--- src/rtl/dbs_pkg.sv ---
package dbs_pkg;
  typedef enum logic [2:0] {
    ST_IDLE = 3'd0,
    ST_PRE  = 3'd1,
    ST_ACT  = 3'd2,
    ST_CAS  = 3'd3,
    ST_WAIT = 3'd4,
    ST_DONE = 3'd5
  } seq_state_e;

  typedef struct packed {
    logic write;
    logic pre_needed;
    logic act_needed;
  } req_class_t;
endpackage

--- src/rtl/dbs_addr_split.sv ---
module dbs_addr_split #(
  parameter int ROW_W = 4,
  parameter int COL_W = 3,
  parameter int AB_W  = 4
) (
  input  logic [ROW_W+COL_W-1:0] flat_addr,
  output logic [ROW_W-1:0]       row_part,
  output logic [COL_W-1:0]       col_part,
  output logic [AB_W-1:0]        row_bus,
  output logic [AB_W-1:0]        col_bus
);
  assign row_part = flat_addr[ROW_W+COL_W-1:COL_W];
  assign col_part = flat_addr[COL_W-1:0];
  assign row_bus  = AB_W'(row_part);
  assign col_bus  = AB_W'(col_part);
endmodule

--- src/rtl/dbs_open_row.sv ---
module dbs_open_row #(
  parameter int ROW_W = 4
) (
  input  logic             clk,
  input  logic             rst_n,
  input  logic             open_set,
  input  logic             open_clr,
  input  logic [ROW_W-1:0] set_row,
  input  logic [ROW_W-1:0] query_row,
  output logic             open_valid,
  output logic             row_hit
);
  logic [ROW_W-1:0] open_row_q;

  always_ff @(posedge clk or negedge rst_n) begin
    if (!rst_n) begin
      open_valid <= 1'b0;
      open_row_q <= '0;
    end else if (open_set) begin
      open_valid <= 1'b1;
      open_row_q <= set_row;
    end else if (open_clr) begin
      open_valid <= 1'b0;
    end
  end

  assign row_hit = open_valid && (open_row_q == query_row);

  // an open row is only closed by a precharge
  a_r10_row_stays_open: assert property (@(posedge clk) disable iff (!rst_n)
    (open_valid && !open_clr) |=> open_valid);
endmodule

--- src/rtl/dbs_phase_timer.sv ---
module dbs_phase_timer #(
  parameter int CNT_W = 3
) (
  input  logic             clk,
  input  logic             rst_n,
  input  logic             load,
  input  logic [CNT_W-1:0] load_val,
  output logic             expire
);
  logic [CNT_W-1:0] cnt_q;

  always_ff @(posedge clk or negedge rst_n) begin
    if (!rst_n)               cnt_q <= '0;
    else if (load)            cnt_q <= load_val;
    else if (cnt_q != '0)     cnt_q <= cnt_q - 1'b1;
  end

  assign expire = (cnt_q == CNT_W'(1));

  // once the timer reaches zero it stays idle until the next load
  a_r6_timer_idle: assert property (@(posedge clk) disable iff (!rst_n)
    (cnt_q == '0 && !load) |=> (cnt_q == '0));
endmodule

--- src/rtl/dram_bank_seq.sv ---
module dram_bank_seq
  import dbs_pkg::*;
#(
  parameter int ROW_W  = 4,
  parameter int COL_W  = 3,
  parameter int DATA_W = 16,
  parameter int T_PRE  = 4,
  parameter int T_ACT  = 4,
  parameter int T_CAS  = 4,
  localparam int AB_W  = (ROW_W > COL_W) ? ROW_W : COL_W,
  localparam int A_W   = ROW_W + COL_W
) (
  input  logic              clk,
  input  logic              rst_n,
  input  logic              req_valid,
  output logic              req_ready,
  input  logic              req_write,
  input  logic [A_W-1:0]    req_addr,
  input  logic [DATA_W-1:0] req_wdata,
  output logic              mem_pre,
  output logic              mem_act,
  output logic              mem_cas,
  output logic              mem_we,
  output logic [AB_W-1:0]   mem_addr,
  output logic [DATA_W-1:0] mem_wdata,
  input  logic [DATA_W-1:0] mem_rdata,
  output logic              rsp_done,
  output logic [DATA_W-1:0] rsp_rdata
);
  localparam int T_MAX1 = (T_PRE > T_ACT ? (T_PRE > T_CAS ? T_PRE : T_CAS)
                                         : (T_ACT > T_CAS ? T_ACT : T_CAS));
  localparam int CNT_W  = $clog2(T_MAX1 + 1);

  initial begin
    if (T_PRE < 2 || T_ACT < 2 || T_CAS < 2)
      $error("phase delays must be at least 2 cycles");
  end

  seq_state_e state_q, after_wait_q;
  logic [A_W-1:0]    addr_q;
  logic [DATA_W-1:0] wdata_q;
  logic              write_q;
  logic [DATA_W-1:0] rdata_q;

  logic [ROW_W-1:0] in_row, held_row;
  logic [COL_W-1:0] in_col, held_col;
  logic [AB_W-1:0]  in_row_bus, in_col_bus, row_bus, col_bus;
  logic             open_valid, row_hit;
  logic             tmr_load, tmr_expire;
  logic [CNT_W-1:0] tmr_val;
  logic             accept;

  dbs_addr_split #(.ROW_W(ROW_W), .COL_W(COL_W), .AB_W(AB_W)) u_split_in (
    .flat_addr(req_addr), .row_part(in_row), .col_part(in_col),
    .row_bus(in_row_bus), .col_bus(in_col_bus)
  );

  dbs_addr_split #(.ROW_W(ROW_W), .COL_W(COL_W), .AB_W(AB_W)) u_split_held (
    .flat_addr(addr_q), .row_part(held_row), .col_part(held_col),
    .row_bus(row_bus), .col_bus(col_bus)
  );

  dbs_open_row #(.ROW_W(ROW_W)) u_open (
    .clk(clk), .rst_n(rst_n),
    .open_set(mem_act), .open_clr(mem_pre),
    .set_row(held_row), .query_row(in_row),
    .open_valid(open_valid), .row_hit(row_hit)
  );

  dbs_phase_timer #(.CNT_W(CNT_W)) u_timer (
    .clk(clk), .rst_n(rst_n), .load(tmr_load), .load_val(tmr_val),
    .expire(tmr_expire)
  );

  assign req_ready = (state_q == ST_IDLE);
  assign accept    = req_valid && req_ready;
  assign mem_pre   = (state_q == ST_PRE);
  assign mem_act   = (state_q == ST_ACT);
  assign mem_cas   = (state_q == ST_CAS);
  assign mem_we    = mem_cas && write_q;
  assign mem_wdata = wdata_q;
  assign rsp_done  = (state_q == ST_DONE);
  assign rsp_rdata = rdata_q;
  assign tmr_load  = mem_pre || mem_act || mem_cas;

  always_comb begin
    mem_addr = '0;
    if (mem_act) mem_addr = row_bus;
    if (mem_cas) mem_addr = col_bus;
  end

  always_comb begin
    tmr_val = CNT_W'(T_CAS - 1);
    if (mem_pre) tmr_val = CNT_W'(T_PRE - 1);
    if (mem_act) tmr_val = CNT_W'(T_ACT - 1);
  end

  always_ff @(posedge clk or negedge rst_n) begin
    if (!rst_n) begin
      state_q      <= ST_IDLE;
      after_wait_q <= ST_IDLE;
      addr_q       <= '0;
      wdata_q      <= '0;
      write_q      <= 1'b0;
      rdata_q      <= '0;
    end else begin
      case (state_q)
        ST_IDLE: if (accept) begin
          addr_q  <= req_addr;
          wdata_q <= req_wdata;
          write_q <= req_write;
          if (row_hit)         state_q <= ST_CAS;
          else if (open_valid) state_q <= ST_PRE;
          else                 state_q <= ST_ACT;
        end
        ST_PRE: begin state_q <= ST_WAIT; after_wait_q <= ST_ACT;  end
        ST_ACT: begin state_q <= ST_WAIT; after_wait_q <= ST_CAS;  end
        ST_CAS: begin state_q <= ST_WAIT; after_wait_q <= ST_DONE; end
        ST_WAIT: if (tmr_expire) begin
          state_q <= after_wait_q;
          if (after_wait_q == ST_DONE && !write_q) rdata_q <= mem_rdata;
        end
        ST_DONE: state_q <= ST_IDLE;
        default: state_q <= ST_IDLE;
      endcase
    end
  end

  // at most one command strobe per cycle
  a_r6_one_cmd: assert property (@(posedge clk) disable iff (!rst_n)
    $onehot0({mem_pre, mem_act, mem_cas}));
  // a strobe never lasts two cycles
  a_r6_strobe_pulse: assert property (@(posedge clk) disable iff (!rst_n)
    (mem_pre || mem_act || mem_cas) |=> !(mem_pre || mem_act || mem_cas));
  // busy right after acceptance
  a_r7_busy_after_accept: assert property (@(posedge clk) disable iff (!rst_n)
    accept |=> !req_ready);
  // activation only on a closed bank
  a_r5_act_on_closed: assert property (@(posedge clk) disable iff (!rst_n)
    mem_act |-> !open_valid);
  // column command only with a row open
  a_r4_cas_on_open: assert property (@(posedge clk) disable iff (!rst_n)
    mem_cas |-> open_valid);
  // done is a single pulse followed by ready
  a_r8_done_pulse: assert property (@(posedge clk) disable iff (!rst_n)
    rsp_done |=> (!rsp_done && req_ready));
  // write enable only with a column command
  a_r9_we_with_cas: assert property (@(posedge clk) disable iff (!rst_n)
    mem_we |-> mem_cas);
endmodule

--- config.mk ---
export PLATFORM = sky130hd
export DESIGN_NAME = dram_bank_seq
export DESIGN_NICKNAME = d
export VERILOG_FILES = /design/src/rtl/dbs_pkg.sv /design/src/rtl/dbs_addr_split.sv /design/src/rtl/dbs_open_row.sv /design/src/rtl/dbs_phase_timer.sv /design/src/rtl/dram_bank_seq.sv
export SDC_FILE = /design/constraint.sdc
export NUM_CORES = 1
export LEC_CHECK = 0
export BUFFER_PORTS_ARGS = -buffer_cell sky130_fd_sc_hd__buf_2
export CAP_MARGIN = 0
export CORE_MARGIN = 1.5
export CORE_UTILIZATION = 50
export CTS_BUF_LIST = sky130_fd_sc_hd__clkbuf_8 sky130_fd_sc_hd__clkbuf_16
export CTS_CLUSTER_DIAMETER = 60
export DETAILED_ROUTE_END_ITERATION = 8
export MAX_ROUTING_LAYER = met4
export PLACE_DENSITY = 0.78
export SETUP_SLACK_MARGIN = 0.02
export SYNTH_ARGS = -nofsm -noshare
export SYNTH_HDL_FRONTEND = slang
export SYNTH_HIERARCHICAL = 1
export SYNTH_SLANG_ARGS = --single-unit
--- constraint.sdc ---
create_clock -name clk -period 1.9 [get_ports clk]
set_input_delay 0.19 -clock clk [delete_from_list [all_inputs] [get_ports clk]]
set_output_delay 0.19 -clock clk [all_outputs]
set_load 0.02 [all_outputs]
==> results.sh <==
export IMPL_place_congestion=0.757
export IMPL_regArea_um2=1350
export IMPL_dr_pass1_iters=4
export IMPL_grt_overflow=0
export IMPL_wire_per_inst_um=13.2
export IMPL_antenna_cells=0
export IMPL_num_fill_cells=369
export IMPL_max_slew_worst_pin_slew_ns=0.594
export IMPL_portBuffers=84
export IMPL_max_freq_mhz=558
export IMPL_netlist_area_um2=2590
export IMPL_start_util_pct=53.3
export IMPL_area_growth_pct=20.3
export IMPL_setup_viol=0
export IMPL_ant_nets=0
export IMPL_min_path_type="in -> reg"
export IMPL_critPathMaxFanout=11
export IMPL_clock_sinks=54
export IMPL_finalCritPeriodShare_pct=94.3
export IMPL_cpPeakStageDelay_ns=0.44
export IMPL_vias=1623
export IMPL_drt_wl_total_um=4440
export IMPL_root_buffer="clkbuf_8"
export IMPL_critPathRequiredTime_ns=1.71
export IMPL_path_cells="buf_4, nand2b_1, nor2_2, buf_6, a22o_1, buf_2"
export IMPL_die_w_um=74.9
export IMPL_finalSetupTns_ns=0
export IMPL_maxSlewViolCount=0
export IMPL_total_leakage_power_uw=0.00159
export IMPL_relSlewSlack_pct=60.4
export IMPL_avgSynthCellArea_um2=13.7
export IMPL_drive_above_1_share_pct=54.8
export IMPL_rsz0062_at_grt="false"
export IMPL_drt_iter0_drc=62
export IMPL_power_per_cell_area_nw_per_um2=1460
export IMPL_crit_path_top_delay_cell="dfrtp_2"
export IMPL_clockBufferDepth=2
export IMPL_crit_type="reg -> out"
export IMPL_core_um2=4850
export IMPL_drv_cap=0
export IMPL_cts_tree="built"
export IMPL_power_uw=4540
export IMPL_fp_dieH_um=74.9
export IMPL_finClkSkew_ns=0.00863
export IMPL_cp_num_buf_inv=3
export IMPL_nets=316
export IMPL_hold_viol=0
export IMPL_clk_pin_slew_ns=0.09
export IMPL_period_minus_slack_ns=1.79
export IMPL_path_delay_family="buffers and inverters"
export IMPL_h_tree_depth=2
export IMPL_grt_pass1_wl_um=6960
export IMPL_grt_total_usage_pct=17.0
export IMPL_worstSetupEndpointType="primary output"
export IMPL_antenna_found_initial=0
export IMPL_clk_latency_ns=0.30
export IMPL_worstPathArrival_ns=1.60
export IMPL_synth_warnings=6
export IMPL_status="completed"
export IMPL_die_area_um2=5610
export IMPL_synthCells=189
export IMPL_multiInputGateArea_um2=1040
export IMPL_rows=25
export IMPL_grt_max_degree=29
export IMPL_grt_pass1_vias=1599
export IMPL_cts_buffers=5
export IMPL_drc=0
export IMPL_dp_hpwl_um=3320
export IMPL_boundaryPins=85
export IMPL_peakVddDrop_mv=0.979
export IMPL_startpoint_type="register"
export IMPL_vias_per_cell=4.82
[cell usage in the layout (no fill, tap or decap), types with 2 or more instances in the layout]
cell,count
o21ai_0,5
a22o_1,4
nor2_2,2
nand3_1,3
and2_1,4
nand2b_1,7
nor2b_1,3
inv_1,9
ha_1,3
mux2_1,4
dfrtp_1,53
buf_2,84
mux2_2,9
nor4b_1,2
mux2_4,30
buf_4,7
clkbuf_8,5
nor2_1,2
nand2_1,4
conb_1,4
[state kept, by name, indices dropped and copies added (netlist names)]
register / flops
u_timer/cnt_q: 3
after_wait_q: 3
u_open/open_row_q: 4
state_q: 3
u_open/open_valid: 1
write_q: 1
addr_q: 7
rsp_rdata: 16
mem_wdata: 16
[layer usage]
| layer | part of all wire, % | routed length (µm) | track usage [%] |
|---|---|---|---|
| met1 | 46 | 2050 | 21.3 |
| met2 | 46 | 2020 | 26.8 |
| met3 | 7.2 | 318 | 4.82 |
| met4 | 1.1 | 48 | 4.85 |
| met5 | 0 | 0 | - |
[power breakdown]
group	internal (µW)	switching [µW]
sequential	1580	294
combinational	1050	1020
clock	248	337
total	2880	1650
[per-stage QoR]
stage | worst slack, ns | cell area (µm²) | std cells | util [%] | hold slack, ns
floorplan | 0.199 | 2590 | 190 | - | -0.106
global placement | 0.136 | 2980 | 326 | 61.4 | 0.225
detailed placement | 0.0680 | 2980 | 326 | 61.4 | 0.232
CTS | 0.0284 | 3070 | 334 | 63.3 | 0.105
global route | 0.0262 | 3110 | 337 | 64.2 | 0.106
finish | 0.108 | 3110 | 337 | 64.2 | 0.112
[worst reg2reg max path: cells and delay by family (launching register included)]
family | cells | cell delay [ns]
multiplexers | 1 | 0.34
flip-flops | 1 | 0.42
adder cells (fa/ha/maj) | 1 | 0.20
AND/OR/NAND/NOR | 3 | 0.48
buffers and inverters | 1 | 0.16
[cell type report]
type / instances / share of cell area [%]
Inverter: 10 / 1.29
Clock buffer: 5 / 2.21
Sequential cell: 54 / 43.5
Clock inverter: 2 / 0.362
Tap cell: 67 / 2.69
Multi-Input combinational cell: 105 / 33.5
Timing Repair Buffer: 94 / 16.5
[repair_timing]
item	CTS	global route
endpoints found under the hold margin	26	0
gates resized for setup	2	2
setup buffers	0	3
pin swaps	0	1
hold buffers	1	0
setup endpoints to repair	4	20
[worst paths after layout]
path,slack (ns),start,depth (start not counted),endpoint
worst min-delay path,0.11,req_wdata[0],2,mem_wdata[0]
max in group asynchronous,0.80,rst_n,3,u_open/open_row_q[2]
min in group asynchronous,0.43,rst_n,2,mem_wdata[11]
worst max-delay path,0.11,state_q[2],6,mem_addr[2]
worst min register to register,0.49,mem_wdata[2],1,mem_wdata[2]
worst max register to register,0.19,u_timer/cnt_q[0],6,rsp_rdata[13]
(Power assumes the default switching activity.)
